[src/rtl/mfm_hf_pkg.sv]
package mfm_hf_pkg;
  typedef enum logic {
    SRC_REF  = 1'b0,
    SRC_DATA = 1'b1
  } loop_src_e;
endpackage

[src/rtl/mfm_pulse_sync.sv]
module mfm_pulse_sync (
  input  logic clk,
  input  logic rst_n,
  input  logic async_i,
  output logic rise_o
);
  logic meta_q, sync_q, prev_q;
  logic meta_d, sync_d, prev_d;

  always_comb begin
    meta_d = async_i;
    sync_d = meta_q;
    prev_d = sync_q;
  end

  always_ff @(posedge clk or negedge rst_n) begin
    if (!rst_n) begin
      meta_q <= 1'b0;
      sync_q <= 1'b0;
      prev_q <= 1'b0;
    end else begin
      meta_q <= meta_d;
      sync_q <= sync_d;
      prev_q <= prev_d;
    end
  end

  assign rise_o = sync_q & ~prev_q;
endmodule

[src/rtl/mfm_retrig_window.sv]
module mfm_retrig_window #(
  parameter int TMR_W = 6
) (
  input  logic             clk,
  input  logic             rst_n,
  input  logic             gate_i,
  input  logic             edge_i,
  input  logic [TMR_W-1:0] win_len_i,
  output logic             hit_o,
  output logic             expire_o,
  output logic [TMR_W-1:0] tmr_o
);
  logic [TMR_W-1:0] tmr_q, tmr_d;
  logic             tmr_en;
  logic             open_w;

  assign open_w   = (tmr_q != '0);
  assign hit_o    = gate_i & edge_i & open_w;
  assign expire_o = gate_i & ~edge_i & (tmr_q == TMR_W'(1));

  always_comb begin
    tmr_en = 1'b0;
    tmr_d  = tmr_q;
    if (!gate_i) begin
      tmr_en = open_w;
      tmr_d  = '0;
    end else if (edge_i) begin
      tmr_en = 1'b1;
      tmr_d  = win_len_i;
    end else if (open_w) begin
      tmr_en = 1'b1;
      tmr_d  = tmr_q - TMR_W'(1);
    end
  end

  always_ff @(posedge clk or negedge rst_n) begin
    if (!rst_n)      tmr_q <= '0;
    else if (tmr_en) tmr_q <= tmr_d;
  end

  assign tmr_o = tmr_q;
endmodule

[src/rtl/mfm_run_counter.sv]
module mfm_run_counter #(
  parameter int RUN_TARGET = 16,
  parameter int RUN_W      = 5
) (
  input  logic             clk,
  input  logic             rst_n,
  input  logic             gate_i,
  input  logic             hit_i,
  input  logic             expire_i,
  output logic [RUN_W-1:0] run_o,
  output logic             lock_o
);
  localparam logic [RUN_W-1:0] LAST = RUN_W'(RUN_TARGET - 1);

  logic [RUN_W-1:0] run_q, run_d;
  logic             lock_q, lock_d;
  logic             upd_en;

  always_comb begin
    upd_en = 1'b0;
    run_d  = run_q;
    lock_d = lock_q;
    if (!gate_i) begin
      upd_en = 1'b1;
      run_d  = '0;
      lock_d = 1'b0;
    end else if (!lock_q) begin
      if (hit_i) begin
        upd_en = 1'b1;
        run_d  = run_q + RUN_W'(1);
        lock_d = (run_q == LAST);
      end else if (expire_i) begin
        upd_en = 1'b1;
        run_d  = '0;
      end
    end
  end

  always_ff @(posedge clk or negedge rst_n) begin
    if (!rst_n) begin
      run_q  <= '0;
      lock_q <= 1'b0;
    end else if (upd_en) begin
      run_q  <= run_d;
      lock_q <= lock_d;
    end
  end

  assign run_o  = run_q;
  assign lock_o = lock_q;
endmodule

[src/rtl/mfm_hf_detect.sv]
module mfm_hf_detect #(
  parameter int WIN_FAST   = 31,
  parameter int WIN_SLOW   = 36,
  parameter int RUN_TARGET = 16
) (
  input  logic clk,
  input  logic rst_n,
  input  logic rd_gate,
  input  logic rate_slow,
  input  logic pulse_in,
  output logic sel_data
);
  import mfm_hf_pkg::*;

  localparam int WIN_MAX = (WIN_FAST > WIN_SLOW) ? WIN_FAST : WIN_SLOW;
  localparam int TMR_W   = $clog2(WIN_MAX + 1);
  localparam int RUN_W   = $clog2(RUN_TARGET + 1);

  logic             rst_meta_q, rst_sync_q;
  logic             pulse_edge;
  logic [TMR_W-1:0] win_len;
  logic [TMR_W-1:0] tmr;
  logic             hit, expire;
  logic [RUN_W-1:0] run_cnt;
  logic             lock;
  loop_src_e        src;

  always_ff @(posedge clk or negedge rst_n) begin
    if (!rst_n) begin
      rst_meta_q <= 1'b0;
      rst_sync_q <= 1'b0;
    end else begin
      rst_meta_q <= 1'b1;
      rst_sync_q <= rst_meta_q;
    end
  end

  assign win_len = rate_slow ? TMR_W'(WIN_SLOW) : TMR_W'(WIN_FAST);

  mfm_pulse_sync u_sync (
    .clk     (clk),
    .rst_n   (rst_sync_q),
    .async_i (pulse_in),
    .rise_o  (pulse_edge)
  );

  mfm_retrig_window #(.TMR_W(TMR_W)) u_win (
    .clk       (clk),
    .rst_n     (rst_sync_q),
    .gate_i    (rd_gate),
    .edge_i    (pulse_edge),
    .win_len_i (win_len),
    .hit_o     (hit),
    .expire_o  (expire),
    .tmr_o     (tmr)
  );

  mfm_run_counter #(.RUN_TARGET(RUN_TARGET), .RUN_W(RUN_W)) u_run (
    .clk      (clk),
    .rst_n    (rst_sync_q),
    .gate_i   (rd_gate),
    .hit_i    (hit),
    .expire_i (expire),
    .run_o    (run_cnt),
    .lock_o   (lock)
  );

  assign src      = lock ? SRC_DATA : SRC_REF;
  assign sel_data = (src == SRC_DATA);
endmodule

[config.mk]
export PLATFORM = sky130hd
export DESIGN_NAME = mfm_hf_detect
export DESIGN_NICKNAME = d
export VERILOG_FILES = /design/src/rtl/mfm_hf_pkg.sv /design/src/rtl/mfm_pulse_sync.sv /design/src/rtl/mfm_retrig_window.sv /design/src/rtl/mfm_run_counter.sv /design/src/rtl/mfm_hf_detect.sv
export SDC_FILE = /design/constraint.sdc
export NUM_CORES = 1
export LEC_CHECK = 0
export CORE_UTILIZATION = 31
export CTS_CLUSTER_DIAMETER = 50
export DETAILED_ROUTE_END_ITERATION = 10
export PLACE_DENSITY = 0.43
export SLEW_MARGIN = 20
export SYNTH_ARGS = -nofsm -noshare
export SYNTH_HDL_FRONTEND = slang
export SYNTH_HIERARCHICAL = 1
export SYNTH_SLANG_ARGS = --single-unit
[constraint.sdc]
create_clock -name clk -period 1.05 [get_ports clk]
set_input_delay 0.2625 -clock clk [delete_from_list [all_inputs] [get_ports clk]]
set_output_delay 0.2625 -clock clk [all_outputs]
set_load 0.05 [all_outputs]
Word-level counts from Yosys, hierarchy flattened

Index checks and enable logic that the tools add are counted.

Register bits: 17
Bits of input ports: 5
Output and inout bits: 1
Logic and storage cells: 44

Add/subtract/negate cells: 2
Equality and inequality tests: 5
Mux-type cells: 19
Bitwise gates (word level): 7
Reduce and logical (&&, ||, !) cells: 3

Operators by type and width:

| operator                                                                | number |
|---|---|
| 6-bit two-way mux                                                       | 4 |
| 5-bit two-way mux                                                       | 4 |
| 1-bit two-way mux                                                       | 11 |
| 6-bit by 1-bit equality test with 1-bit output, second input constant   | 1 |
| 3-bit by 1-bit inequality test with 1-bit output, second input constant | 2 |
| 6-bit nonzero test                                                      | 1 |
| 6-bit by 1-bit subtractor with 6-bit output, second input constant      | 1 |
| 5-bit by 1-bit adder with 5-bit output, second input constant           | 1 |
| 1-bit AND                                                               | 5 |
| 5-bit by 4-bit equality test with 1-bit output, second input constant   | 1 |
| 3-bit AND reduction                                                     | 1 |
| 2-bit inequality test, second input constant                            | 1 |
| 1-bit inverter                                                          | 2 |
| 2-bit AND reduction                                                     | 1 |

Logic depth before layout (Yosys ltp)

Gate-level depths: netlist of the first run.

Depth after elaboration: 10
Depth in mapped cells: 7

Cells and area by module

The synthesis of the first run kept the hierarchy.

By module, submodules not included:

| module            | times used | cells an instance | area an instance (µm²) | sequential area each (µm²) |
|---|---|---|---|---|
| mfm_retrig_window | 1          | 45                | 415.4                  | 150.1 |
| mfm_run_counter   | 1          | 33                | 312.8                  | 150.1 |
| mfm_pulse_sync    | 1          | 4                 | 88.8                   | 75.1 |
| mfm_hf_detect     | 1          | 4                 | 57.6                   | 50.0 |

Worst setup path after synthesis of the first run

No wires, ideal clock.

Kind: flip-flop to flip-flop
Start point: reg u_win.tmr_q[0] (netlist: u_win/tmr_o[0])
End point: reg u_run.run_q[3] (netlist: u_run/run_o[3])
Arrival time: 1.719 ns
Required time: 0.968 ns
Path slack: -0.751 ns
Cell stages (with the launch flop): 8
Path buffers: 0
Period minus slack after synthesis: 1.801 ns
Cell sequence: dfrtp_1 inv_1 ha_1 and2_1 nor2_1 nand2b_2 or3_1 a31oi_1

Elaborated cells on any way between the ends: 13
Those cells by class: 2 x eq/ne; 7 x mux; 2 x bitwise; 2 x reduce/logical

RTL lines:

| element                              | line                    | source |
|---|---|---|
| from (decl)                          | mfm_retrig_window.sv:13 | `logic [TMR_W-1:0] tmr_q, tmr_d;` |
| from (signal assigned)               | mfm_retrig_window.sv:38 | `else if (tmr_en) tmr_q <= tmr_d;` |
| 6-bit nonzero test (*)               | mfm_retrig_window.sv:17 | `assign open_w = (tmr_q != '0);` |
| 1-bit AND (*)                        | mfm_retrig_window.sv:18 | `assign hit_o = gate_i & edge_i & open_w;` |
| net hit                              | mfm_hf_detect.sv:23     | `logic hit, expire;` |
| 1-bit two-way mux                    | mfm_run_counter.sv:28   | `if (hit_i) begin` |
| 1-bit two-way mux                    | mfm_run_counter.sv:27   | `end else if (!lock_q) begin` |
| 1-bit two-way mux                    | mfm_run_counter.sv:23   | `if (!gate_i) begin` |
| 3-bit AND reduction (no source line) | n/a                     |  |
| to (signal assigned)                 | mfm_run_counter.sv:44   | `run_q <= run_d;` |
| to (decl)                            | mfm_run_counter.sv:15   | `logic [RUN_W-1:0] run_q, run_d;` |

Mark *: on every way through the listed nets, which the timed path passes. The rest lies on a longest branch. The select of a mux whose other input is x is not followed.
A chain may end at the register's enable or synchronous reset.

Worst setup path after layout of the first run

Start point: reg u_win.tmr_q[0] (netlist: u_win/tmr_o[0])
End point: reg u_win.tmr_q[5] (netlist: u_win/tmr_o[5])

Cells in the longest elaborated chain, start to end: 5
Elaborated cells on any way between the ends: 10
Those cells by class: 1 x add/sub; 1 x eq/ne; 6 x mux; 2 x reduce/logical

Ends and longest elaborated chain:

| element |
|---|
| branches (longest 5 deep; another with 6-bit by 1-bit subtractor with 6-bit output) |

Several ways; the timed one is not identified. The select of a mux whose other input is x is not followed.

==> metrics.md, run 1 <==
| Metric | Value |
|---|---|
| Drt first pass iters | 4 |
| CTS Hold Buffers Added | 0 |
| Area growth, synth to finish | 56.4% |
| Sequential power share | 32.7% |
| NetSw | 931 uW |
| WS Path Type | reg2reg |
| Combinational share of power | 54.6% |
| Sw Ratio | 34.4% |
| Arr. time, crit path | between 1500 and 2000 ps |
| Pwr Density | 1980 nW/um^2 |
| Via density | 4.93 |
| Unrepaired setup endpoints after global routing | true |
| Die H | roughly 55 microns |
| Average wire per standard cell | 13.1 microns |
| Final Max Tran Viols | 0 |
| Leakage | 0.000628 uW |
| Minimum clock period | about 1600 ps |
| Initial antenna violation count | 0 |
| H-tree depth | 1 |
| Outcome | complete, but fails checks |
| DIE WIDTH | roughly 55 microns |
| Period utilization | 152% |
| TritonCTS Buffers | 3 |
| VDD IR max | 0.00123 V |
| # rows | 18 |
| Clk sink count | 17 |
| Final Hold Vio Count | 0 |
| Syn. warnings | 6 |
| Initial core utilization | 34.1% |
| Post-DP HPWL | 1520 microns |
| Pwr Total | 2710 uW |
| Core area | 2570 sq um |
| IO Port Bufs | 5 |
| First-pass GRT wire length | 3450 microns |
| RePlAce Congestion | 0.767 |
| Area after DPL | 1230 sq um |
| All-Layer GR Usage | 16.6% |
| CTS tree | built |
| Filler cells | 254 |
| Clock Pin Slew Worst Setup and Hold Paths | approximately 100 ps |
| # setup viols final | 13 |
| Synth cell types | 33 |
| Worst skew pair latency | between 200 and 300 ps |
| Routed Antenna Nets | 0 |
| Int Power | 1780 uW |
| Final std cell area, no fill | 1370 sq um |
| Sequential area share after synthesis | 48.6% |
| Post-synthesis instance total | between 80 and 90 |
| Worst Path Max Fanout | 3 |
| Share of layout cells above drive strength 1 | 45.3% |
| Worst reg-to-reg path cell count | 4 |
| Min Hold Slack | about 130 ps |
| CTS Buffer Depth | 2 |
| Failing checks | setup timing |
| Seq cells post-synth | 17 |
| Nets | 139 |
| DR DRC count | 0 |
| Type of origin of the critical path | flop |
| Total grt overflow | 0 |
| Vias in the first global route | ~760 |
| Largest net degree at the start of global routing | 11 |
| F_max | 627 MHz |
| Die ar. | around 3000 sq um |
| Final worst slack | -544 ps |
| Worst Setup End Kind | flop |
| Setup Slack @ Placement | -575 ps |
| Critical Path RT | 1270 ps |
| R2r setup slk | -540 ps |
| Diode count | 0 |
| Detailed Route Iter0 Violations | 15 |
| Via count | 779 |
| Hold Path Class | in2async |
| Root Buffer | clkbuf_4 |
| Max-cap violations | 0 |
| Routed WL | 2080 microns |
| IO Count | 6 |
| Clock power share | 12.8% |
| Syn avg cell area | 10.2 sq um |
| Worst Skew | 5.32 ps |
| Cell Area, Synth | roughly 870 sq um |
kinds of logic (layout without fill, tap and decap cells):
kind of cell               after synthesis  in the layout  share of synthesized area, %
AOI/OAI and AO/OA                       21             21                          16.7
DFF                                     17             17                          48.6
adders and majority gates                5              5                          7.15
and+or+nand+nor                         31             31                          21.7
other                                    1              2                         0.429
buffers and inverters                   10             51                          4.29
xor gates and xnor gates                 1              1                          1.00
cell usage in the layout (no fill, tap or decap), drive strengths merged, types with 3 or more instances in the layout:
cell type / netlist / routed
buf: 1 / 35
dfrtp: 17 / 17
nand3: 8 / 8
inv: 8 / 8
nor2: 6 / 6
a21oi: 5 / 5
ha: 5 / 5
clkdlybuf4s50: 0 / 4
clkbuf: 1 / 4
nand2: 3 / 3
o21ai: 3 / 3
synthesized netlist by cell type (all sizes together):
| master | instances | area share, % |
|---|---|---|
| a211o | 2 | 2.0 |
| a21oi | 5 | 2.9 |
| a221oi | 1 | 1.0 |
| a2bb2oi | 2 | 2.0 |
| a31o | 1 | 1.0 |
| a31oi | 2 | 1.4 |
| and2 | 1 | 0.72 |
| and3 | 1 | 0.86 |
| and4 | 1 | 1.0 |
| buf | 1 | 0.43 |
| clkbuf | 1 | 0.43 |
| conb | 1 | 0.43 |
| dfrtp | 17 | 49 |
| ha | 5 | 7.2 |
| inv | 8 | 3.4 |
| nand2 | 3 | 1.3 |
| nand2b | 2 | 1.7 |
| nand3 | 8 | 4.6 |
| nand3b | 1 | 0.86 |
| nand4 | 2 | 1.4 |
| nor2 | 6 | 2.6 |
| nor2b | 1 | 1.6 |
| nor3b | 2 | 1.7 |
| nor4 | 1 | 1.4 |
| o211ai | 1 | 0.86 |
| o21ai | 3 | 1.7 |
| o21bai | 1 | 0.86 |
| o31ai | 2 | 1.7 |
| o41a | 1 | 1.3 |
| or3 | 1 | 0.72 |
| or4 | 1 | 1.3 |
| xnor2 | 1 | 1.0 |
flip-flops by register name, summed over array words and instances, names as in the netlist:
signal and cells:
rst_meta_q 1, u_sync/prev_q 1, u_sync/meta_q 1, rst_sync_q 1
u_win/tmr_o 6, u_sync/prev_d 1, u_run/run_o 5, u_run/lock_o 1
cell type report:
type	instances	area (sq um)	share of cell area, %
Clock buffer	4	26.3	1.92
Timing Repair Buffer	39	350	25.6
Inverter	8	30.0	2.20
Multi-Input combinational cell	60	497	36.3
Sequential cell	17	427	31.2
Tap cell	30	37.5	2.74
path summary, 6_finish.rpt:
kind | endpoint | from
min in group clk | u_sync/prev_d | u_sync/meta_q
setup / recovery | u_win/tmr_o[5] | u_win/tmr_o[0]
max in group asynchronous | u_win/tmr_o[2] | rst_sync_q
hold / removal | rst_meta_q | rst_n
hold reg to reg | u_run/run_o[3] | rst_sync_q
setup reg to reg | u_win/tmr_o[5] | u_win/tmr_o[0]
power groups by stage:
stage	logic, uW	registers [uW]	clock network [uW]
floorplan	684	903	0
global placement	1190	901	0
detailed placement	1180	904	0
CTS	1420	889	368
global route	1580	905	399
finish	1480	884	345
layer usage:
| layer | routed length, microns | part of all wire [%] | vias to the layer above | global-route usage [%] |
|---|---|---|---|---|
| met2 | 1070 | 52 | 7 | 28.1 |
| met1 | 948 | 46 | 377 | 21.0 |
| li1 | - | - | 393 | - |
| met5 | 0 | 0 | - | 0 |
| met4 | 10 | 0.48 | 0 | 6.25 |
| met3 | 47 | 2.3 | 2 | 2.73 |
repair_timing:
item | in CTS | in global routing
hold endpoints to repair | 0 | 0
buffers inserted | 9 | 2
pin swaps | 10 | 2
resized for setup | 9 | 3
setup endpoints to repair | 13 | 13
worst max-delay path, stage by stage (launching register included):
cell	delay, ps
dfrtp_1	430
buf_6	130
or4_4	520
o41a_1	330
a21oi_2	110
per-stage QoR:
| step | instances | setup TNS [ps] | util (%) |
|---|---|---|---|
| floorplan | 87 | -3720 | - |
| CTS | 157 | -5230 | 52.7 |
| global placement | 144 | -5030 | 47.8 |
| finish | 158 | -5020 | 53.3 |
| global route | 158 | -6160 | 53.3 |
| detailed placement | 144 | -5150 | 47.8 |
Note: power is estimated with default switching activity, not from simulation.
==> run 2: changes to the inputs <==
CORE_MARGIN = 2   (was unset)
==> run 2 against run 1 <==
Net effect: the flow still finishes with violations (setup timing); final area rose by 7.3%; sequential share of layout area is 2.1 points lower; sequential power down 0.8%; clock power is 5% higher; sequential cell count unchanged; critical path type unchanged.
==> metrics.md, run 2 (synthesized netlist as in run 1, its figures left out) <==
| Metric | Value |
|---|---|
| WS Path Type | reg2reg |
| Failing checks | setup timing |
| Drt first pass iters | 6 (+2) |
| Setup Slack @ Placement | -585 ps (-10.0 ps) |
| TritonCTS Buffers | 3 (unchanged) |
| Die ar. | 3260 sq um (+7.4%) |
| Post-DP HPWL | 1610 microns (+5.7%) |
| CTS tree | built |
| Total grt overflow | 0 (unchanged) |
| IO Count | 6 (unchanged) |
| Final worst slack | -538 ps (+5.91 ps) |
| Max-cap violations | 0 (unchanged) |
| DR DRC count | 0 (unchanged) |
| Final Max Tran Viols | 0 (unchanged) |
| Core area | 2710 sq um (+5.6%) |
| Hold Path Class | in2async |
| All-Layer GR Usage | 15.5% (-1.1 points) |
| Diode count | 0 (unchanged) |
| Worst Setup End Kind | flop |
| Initial core utilization | 32.3% (-1.8 points) |
| Type of origin of the critical path | flop |
| CTS Buffer Depth | 2 (unchanged) |
| Worst Skew | 7.32 ps (+1.99 ps) |
| Largest net degree at the start of global routing | 11 (unchanged) |
| Core Util, Final | 54.2% (+0.89 points) |
| Clock Pin Slew Worst Setup and Hold Paths | 110 ps (about the same) |
| Routed WL | 2330 microns (+12%) |
| Arr. time, crit path | 1770 ps (-40 ps) |
| Max incr delay on CP | 420 ps (-100 ps) |
| Unrepaired setup endpoints after global routing | true |
| Crit path cell chain | nor4_4 -> buf_4 -> buf_6 -> and4_4 -> o21bai_4 -> a2bb2oi_1 -> nor2_1 |
| VDD IR max | 0.00148 V (+20%) |
| Clk sink count | 17 (unchanged) |
| Max reg flops | 6 (unchanged) |
| Average wire per standard cell | 14.3 microns (+8.7%) |
| Share of layout cells above drive strength 1 | 53.0% (+7.7 points) |
| Period utilization | 151% (-0.56 points) |
| # setup viols final | 13 (unchanged) |
| Via count | 835 (+7.2%) |
| Nets | 143 (+2.9%) |
| Outcome | complete, but fails checks |
| Area growth, synth to finish | 67.8% |
| Via density | 5.12 (+3.9%) |
| Worst skew pair latency | 290 ps (about the same) |
| RePlAce Congestion | 0.729 (-5.0%) |
| Worst Path Max Fanout | 5 (+2) |
| Initial antenna violation count | 0 (unchanged) |
| H-tree depth | 1 (unchanged) |
| Pwr Density | 2210 nW/um^2 (+12%) |
| Detailed Route Iter0 Violations | 30 (+15) |
| DIE WIDTH | 57.1 microns (+3.6%) |
| Final Hold Vio Count | 0 (unchanged) |
| First-pass GRT wire length | 3880 microns (+12%) |
| Commonest non-fill, non-tap cell in the layout | buf_4 |
| Root Buffer | clkbuf_4 |
| F_max | 630 MHz (+0.37%) |
| Minimum clock period | 1590 ps (-5.91 ps) |
| Critical Path RT | 1230 ps (-40 ps) |
| Routed Antenna Nets | 0 (unchanged) |
| # rows | 19 (+1) |
| Leakage | 0.000665 uW (+6.0%) |
| IO Port Bufs | 5 (unchanged) |
| Die H | 57.1 microns (+3.6%) |
| Commonest non-fill, non-tap cells in the layout | buf_4 (25), dfrtp_1 (16), buf_6 (13), nand3_1 (8) |
| CTS Hold Buffers Added | 0 (unchanged) |
| Vias in the first global route | 905 (+19%) |
| Slowest cell on crit path | dfrtp_1 |
| Worst reg-to-reg path cell count | 7 (+3) |
==> run 2: cell types whose count changed in the layout (fill, tap and decap cells not counted), moves of 2 or more <==
cell,before,now
buf_6,6,13
a21oi_2,2,4
buf_4,27,25
a21oi_1,3,1
==> run 2: critical path: cells and delay by family (launching register included) <==
| family | cells | cell delay [ps] |
|---|---|---|
| AO/OA/AOI/OAI | 2 | 230 |
| buffers and inverters | 2 | 260 |
| flip-flops | 1 | 420 |
| AND/OR/NAND/NOR | 3 | 570 |
==> run 2: repair_timing <==
| action | in CTS | in global routing |
|---|---|---|
| pin swaps | 11 | 11 |
| endpoints found under the setup margin | 13 | 13 |
| buffers inserted | 8 | 7 |
| gates resized for setup | 17 | 15 |
==> run 2: final timing paths <==
kind                                      from              to  slack (ps)
worst max register to register  u_win/tmr_o[5]  u_run/run_o[4]        -540
worst max-delay path            u_win/tmr_o[5]  u_run/run_o[4]        -540
max in group asynchronous           rst_sync_q  u_win/tmr_o[1]         470
worst min-delay path                     rst_n      rst_sync_q         110
worst min register to register      rst_sync_q   u_sync/prev_q         140
min in group clk                    rst_meta_q      rst_sync_q         370
==> run 2: through the flow <==
| step | hold WS [ps] | instance area [sq um] | setup TNS [ps] | power, uW | instances |
|---|---|---|---|---|---|
| after floorplan | -33.1 | 955 | -3720 | 1590 | 87 |
| after global placement | 128 | 1240 | -5120 | 2110 | 148 |
| after detailed placement | 141 | 1240 | -5130 | 2090 | 148 |
| after CTS | 99.5 | 1400 | -5320 | 2890 | 160 |
| after global routing | 97.6 | 1470 | -6400 | 3440 | 163 |
| final | 112 | 1470 | -5550 | 3240 | 163 |
==> run 2: area by class of cell <==
type	instances	area, sq um
flip-flops and latches	17	427
well taps	31	38.8
repair buffers	43	394
fillers	257	1240
inverters	8	30.0
clock inverters	1	5.00
multi-input cells	60	551
clock buffers	3	22.5
==> run 2: layer usage <==
metal	GRT usage [%]	wire length [microns]
met1	18.2	987
met2	27.8	1270
met3	2.72	56
met4	6.64	18
met5	0	0
==> run 2: where the power goes <==
group,internal (uW),switching (uW)
registers,760,117
clock network,142,220
logic,1190,809
total,2100,1150
